File: src/rtl/vr_cmd_shifter.sv
module vr_cmd_shifter #(
  parameter int HALF_DIV = 4,
  parameter int GAP_CYC  = 8
) (
  input  logic        clk,
  input  logic        rst_n,
  input  logic        start_i,
  input  logic [9:0]  addr_i,
  input  logic [5:0]  ctrl_i,
  output logic        busy_o,
  output logic        done_o,
  output logic [15:0] status_o,
  output logic        ss_n_o,
  output logic        sclk_o,
  output logic        mosi_o,
  input  logic        miso_i
);
  localparam int DW = $clog2(HALF_DIV + 1);
  localparam int GW = $clog2(GAP_CYC + 1);
  localparam logic [5:0] LAST_PH = 6'd32;

  typedef enum logic [1:0] {S_IDLE, S_SHIFT, S_GAP} st_t;

  st_t         st;
  logic [5:0]  ph;
  logic [DW-1:0] div;
  logic [GW-1:0] gcnt;
  logic [15:0] tx, rx;

  assign busy_o = (st != S_IDLE);
  assign sclk_o = (st == S_SHIFT) & ph[0];
  assign mosi_o = tx[15];

  always_ff @(posedge clk) begin
    if (!rst_n) begin
      st <= S_IDLE; ph <= '0; div <= '0; gcnt <= '0;
      tx <= '0; rx <= '0; status_o <= '0;
      ss_n_o <= 1'b1; done_o <= 1'b0;
    end else begin
      done_o <= 1'b0;
      case (st)
        S_IDLE: if (start_i) begin
          st <= S_SHIFT; ph <= '0; div <= '0;
          tx <= {ctrl_i, addr_i};
          ss_n_o <= 1'b0;
        end
        S_SHIFT: if (div == DW'(HALF_DIV - 1)) begin
          div <= '0;
          if (ph == LAST_PH) begin
            st <= S_GAP; gcnt <= '0;
            ss_n_o <= 1'b1; done_o <= 1'b1; status_o <= rx;
          end else begin
            ph <= ph + 6'd1;
            if (!ph[0]) rx <= {rx[14:0], miso_i};
            else        tx <= {tx[14:0], 1'b0};
          end
        end else begin
          div <= div + DW'(1);
        end
        S_GAP: if (gcnt == GW'(GAP_CYC - 1)) st <= S_IDLE;
               else gcnt <= gcnt + GW'(1);
        default: st <= S_IDLE;
      endcase
    end
  end

  logic [GW:0] hi_cnt;
  always_ff @(posedge clk) begin
    if (!rst_n) hi_cnt <= (GW+1)'(GAP_CYC);
    else if (!ss_n_o) hi_cnt <= '0;
    else if (hi_cnt < (GW+1)'(GAP_CYC)) hi_cnt <= hi_cnt + 1'b1;
  end

  p_sclk_idle_r5: assert property (@(posedge clk) disable iff (!rst_n)
    ss_n_o |-> !sclk_o);
  p_mosi_stable_r4: assert property (@(posedge clk) disable iff (!rst_n)
    (sclk_o && $past(sclk_o)) |-> $stable(mosi_o));
  p_busy_frame_r2: assert property (@(posedge clk) disable iff (!rst_n)
    !ss_n_o |-> busy_o);
  p_done_edge_r7: assert property (@(posedge clk) disable iff (!rst_n)
    done_o |-> (ss_n_o && !$past(ss_n_o)));
  p_ss_gap_r8: assert property (@(posedge clk) disable iff (!rst_n)
    (!ss_n_o && $past(ss_n_o)) |-> ($past(hi_cnt) >= (GW+1)'(GAP_CYC)));
  p_done_single_r7: assert property (@(posedge clk) disable iff (!rst_n)
    done_o |=> !done_o);
endmodule

File: config.mk
export PLATFORM = sky130hd
export DESIGN_NAME = vr_cmd_shifter
export DESIGN_NICKNAME = d
export VERILOG_FILES = /design/src/rtl/vr_cmd_shifter.sv
export SDC_FILE = /design/constraint.sdc
export NUM_CORES = 1
export LEC_CHECK = 0
export CAP_MARGIN = 10
export CORE_MARGIN = 1
export CORE_UTILIZATION = 50
export DETAILED_ROUTE_END_ITERATION = 12
export DONT_BUFFER_PORTS = 1
export HOLD_SLACK_MARGIN = 0.1
export PLACE_DENSITY = 0.67
export SYNTH_ARGS = -nofsm -noshare
export SYNTH_HDL_FRONTEND = slang
export SYNTH_SLANG_ARGS = --single-unit
export TNS_END_PERCENT = 20
File: constraint.sdc
create_clock -name clk -period 3.4 [get_ports clk]
set_input_delay 0.34 -clock clk [delete_from_list [all_inputs] [get_ports clk]]
set_output_delay 0.34 -clock clk [all_outputs]
set_load 0.02 [all_outputs]
# After elaboration in Yosys (flattened, before gate mapping)
# Index checks and enable logic that the tools add are counted.
# classes
add_sub_neg,3
n_eq_ne,12
mux,26
bitwise_logic,3
n_reduce_logical,13
# ops
operator,n
$mux W16,4
$pmux W16 S2,1
$reduce_and A4 Y1,5
$mux W6,3
$mux W4,3
$pmux W6 S2,1
$ne A2 B2 Y1 const B,5
$mux W2,4
$pmux W4 S2,1
$add A6 B1 Y6 const B,1
$eq A6 B6 Y1 const B,1
$mux W3,2
$pmux W2 S3,1
$pmux W3 S2,1
$reduce_and A3 Y1,2
$reduce_bool A2 Y1,3
$reduce_and A5 Y1,1
$add A4 B1 Y4 const B,1
$eq A4 B3 Y1 const B,1
$mux W1,4
$ne A2 B1 Y1 const B,2
$add A3 B1 Y3 const B,1
$eq A3 B2 Y1 const B,1
$eq A2 B1 Y1 const B,1
other kinds (6),7
# totals
register_bits,65
inputBits,20
word_cells,66

# Depth between registers and ports, before layout
# logic_depth
word_depth,4
depth_mapped,7

# Worst setup path before layout
# Ideal clock, no wire load.
# synth_path
kind,reg-to-reg
from,reg ph[0]
to,reg tx[5]
arrival_ps,1664
required_time_ps,3285
slack_ps,1621
stages_incl_launch_ff,8
path_buffers,1
period_less_slack_ps,1779
path_cell_list,dfxtp_1 > inv_1 > ha_1 > and4bb_4 > a211o_4 > buf_6 > o221a_1 > o21a_1
# synth_between
elab_chain_len,3
elab_cells_between_ends,4
classes_between,eq/ne: 3; reduce/logical: 1
# synth_lines
item,line,rtl
from (decl),25,logic [5:0] ph;
from (signal assigned),53,ph <= ph + 6'd1;
$eq A6 B6 Y1,49,if (ph == LAST_PH) begin
$ne A2 B2 Y1 (no line),-,
$reduce_and A5 Y1 (no line) *,-,
to (signal assigned),44,"tx <= {ctrl_i, addr_i};"
to (signal assigned),55,"else tx <= {tx[14:0], 1'b0};"
to (decl),28,"logic [15:0] tx, rx;"
# Mark *: on every way between the ends. The rest lies on a longest branch, timed or not.
# A chain may end at the register's enable or synchronous reset.

# Worst setup path after layout
# layout_path
from,reg div[0]
to,reg tx[0]
# layout_between
elab_chain_len,3
# layout_lines
item,line,rtl
from (decl),26,logic [DW-1:0] div;
from (signal assigned),58,div <= div + DW'(1);
$eq A3 B2 Y1,47,S_SHIFT: if (div == DW'(HALF_DIV - 1)) begin
$ne A2 B1 Y1 (no line),-,
$reduce_and A5 Y1 (no line),-,
# No other way between the ends.

==> out/results.ini <==
[setup_path]
worst_setup_path_end_kind = flip-flop
timing_worst_setup_path_type = reg2reg
critPathArrivalTime_ps = 2320
worstSetupStartpointType = flip-flop
cp.required_ps = 3580
worst-path-max-fanout = 17

[status]
run_status = complete, no violations

[layout]
most-common-layout-cells = 65 x dfxtp_1, 26 x nand2_1, 22 x nand3_1
final-instance-count-excl-fill = 323
area_delta_synth_final_pct = 6.39
layout_commonest_cell = dfxtp_1
n_fill_cell = 453
drive_above_1_share_pct = 11.7
antennaDiodeCount = 0
layout.nets = 276

[clocking]
insertion_delay_ps = 330
ctsHtreeMaxLevel = 3
cts.reportedPaths.clkPinSlew_ps = 60
cts-buffers-inserted = 9
postCtsSetupRepairBufs = 0
post_cts.resized_instances = 0
cts_root_buffer = clkbuf_8
postCtsHoldBufs = 0
clk_path_buf_depth = 2
clock_tree_from_tritoncts = yes
sink_count = 65

[floorplan]
die_area_sq_mm = 0.00550
die_w_um = 74.2
floorplan.die.height_um = 74.2
floorplan.io_pins = 41
floorplan.rows = 25
placeableCoreArea_sq_mm = 0.00488
initial_core_util_pct = 53.4

[placement]
place.port_buffers = 0
hpwlAfterDp_um = 3050
gp_routability_congestion = 0.765
dp_cells = 308

[sta]
hold_ws_ps = 129
worst-slew-pin-transition_ps = 912
rsz0062_at_grt = no
slew-limit-headroom_pct = 38.8
min_period_ps = 2130
slew_violations = 0
timing.clock.skew_ps = 8.98
clock.fmax_mhz = 469
report.final.setup_viol = 0
timing.final.hold_violations = 0
setup_tns_ps = 0
final.period_utilization_pct = 62.7

[route]
drt-initial-drc-count = 56
antenna_left = 0
drt_pre_antenna_iters = 4
routed_wirelength_um = 4760
detail_route.vias_per_cell = 5.73
detail_route.drc_violations = 0
vias = 1851
post_drt_wl_per_cell_um = 14.7

[grt]
grt.busiest_layer = met2
antenna_found_initial = 0
globalRoute.totalOverflow = 0
globalRouteMet2Util_pct = 30.2
pin_count_of_the_biggest_net_entering_global_routing = 55
via_count_of_the_first_global_routing_pass = 1754
grt_util_met3_pct = 7.18
grt_pass1_wl_um = 7880
track_usage_pct = 19.1
met1_usage_pct = 23.2

[synth]
ys_async_sr_fraction_pct = 0
ys.flop_type = dfxtp_1
ys_ff_latch = 65
syn-instance-count = 259
seq_area_frac_synth_pct = 50.0
postSynthNetCount = 283
syn_area_per_cell_sq_um = 10.1
netlist_area_sq_mm = 0.00260
ys_types = 47
synth_edf_count = 0
synthesis.yosys.warnings = 0

[pwr]
irDropWorstVdd_mv = 0.253
power-per-cell-area_mw_per_mm2 = 521
total_leakage_power_nw = 0.962

[worst_hold_path]
holdCritPathClass = in2reg

[run]
cap_viol_max_count = 0

## per-stage QoR
stage / total power (W) / area [sq um] / util, % / worst slack, ps
CTS: 0.00146 / 2770 / 56.8 / 1250
global placement: 0.000878 / 2590 / 53.1 / 1320
finish: 0.00144 / 2770 / 56.8 / 1270
global route: 0.00151 / 2770 / 56.8 / 1060
floorplan: 0.000879 / 2600 / - / 1620
detailed placement: 0.000880 / 2590 / 53.1 / 1260
## critical path, stage by stage (launching register included)
cell       delay (ps)
dfxtp_1           360
ha_1              200
nand4bb_1         440
a211o_4           560
nand2_2           300
o22ai_1           140
## logic make-up (layout without fill, tap and decap cells)
kind of cell	count (synthesis)	in the layout	share of synthesized area, %
buf+inv	23	20	4.66
simple gates	77	77	16.2
flops	65	65	50.0
fa+ha+maj	4	4	1.92
xor+xnor	3	3	1.01
compound gates	87	87	26.2
## path summary, 6_finish.rpt
path	start	to	slack [ps]	cells after the start
hold / removal	rst_n	ph[3]$_SDFFE_PN0P_	130	2
setup / recovery	div[0]$_SDFFE_PN0P_	tx[0]$_SDFFE_PN0P_	1270	5
hold reg to reg	rx[15]$_SDFFE_PN0P_	rx[15]$_SDFFE_PN0P_	460	2
setup reg to reg	div[0]$_SDFFE_PN0P_	tx[0]$_SDFFE_PN0P_	1270	5
## state kept, by name, summed over array words and instances, names as in the netlist
register  cells
tx           16
done_o        1
rx           16
status_o     16
ph            6
gcnt          4
ss_n_o        1
div           3
st            2
## per-layer routing
layer	wire [um]	part of all wire [%]
met3	244	5.1
met1	2330	49
met4	64	1.3
met2	2110	44
met5	0	0
## synthesized netlist by cell type (all sizes together), types with 7 or more instances
| library cell | n | area share [%] |
|---|---|---|
| a22o | 16 | 5.4 |
| a21oi | 7 | 1.3 |
| o21ai | 18 | 3.5 |
| o21a | 16 | 4.6 |
| nor2 | 7 | 1.1 |
| nand3 | 22 | 4.2 |
| nand2 | 27 | 4.0 |
| o221a | 15 | 6.5 |
| buf | 11 | 2.9 |
| clkbuf | 8 | 1.2 |
| dfxtp | 65 | 50 |
## area by class of cell
cell class | count | area, sq um | area share [%]
Clock buffer | 13 | 169 | 6.10
Clock inverter | 2 | 12.5 | 0.452
Inverter | 4 | 15.0 | 0.542
Multi-Input combinational cell | 171 | 1180 | 42.6
Sequential cell | 65 | 1300 | 47.0
Tap cell | 67 | 83.8 | 3.03
Timing Repair Buffer | 1 | 7.51 | 0.271
## power by group
| part | total (W) | switching (W) | leakage, nW | internal [W] |
|---|---|---|---|---|
| Combinational | 0.0000633 | 0.0000342 | 0.342 | 0.0000290 |
| Clock | 0.000580 | 0.000261 | 0.0915 | 0.000319 |
| Sequential | 0.000798 | 0.0000157 | 0.528 | 0.000782 |
| Total | 0.00144 | 0.000311 | 0.962 | 0.00113 |
Power figures use the tool's default switching activity.
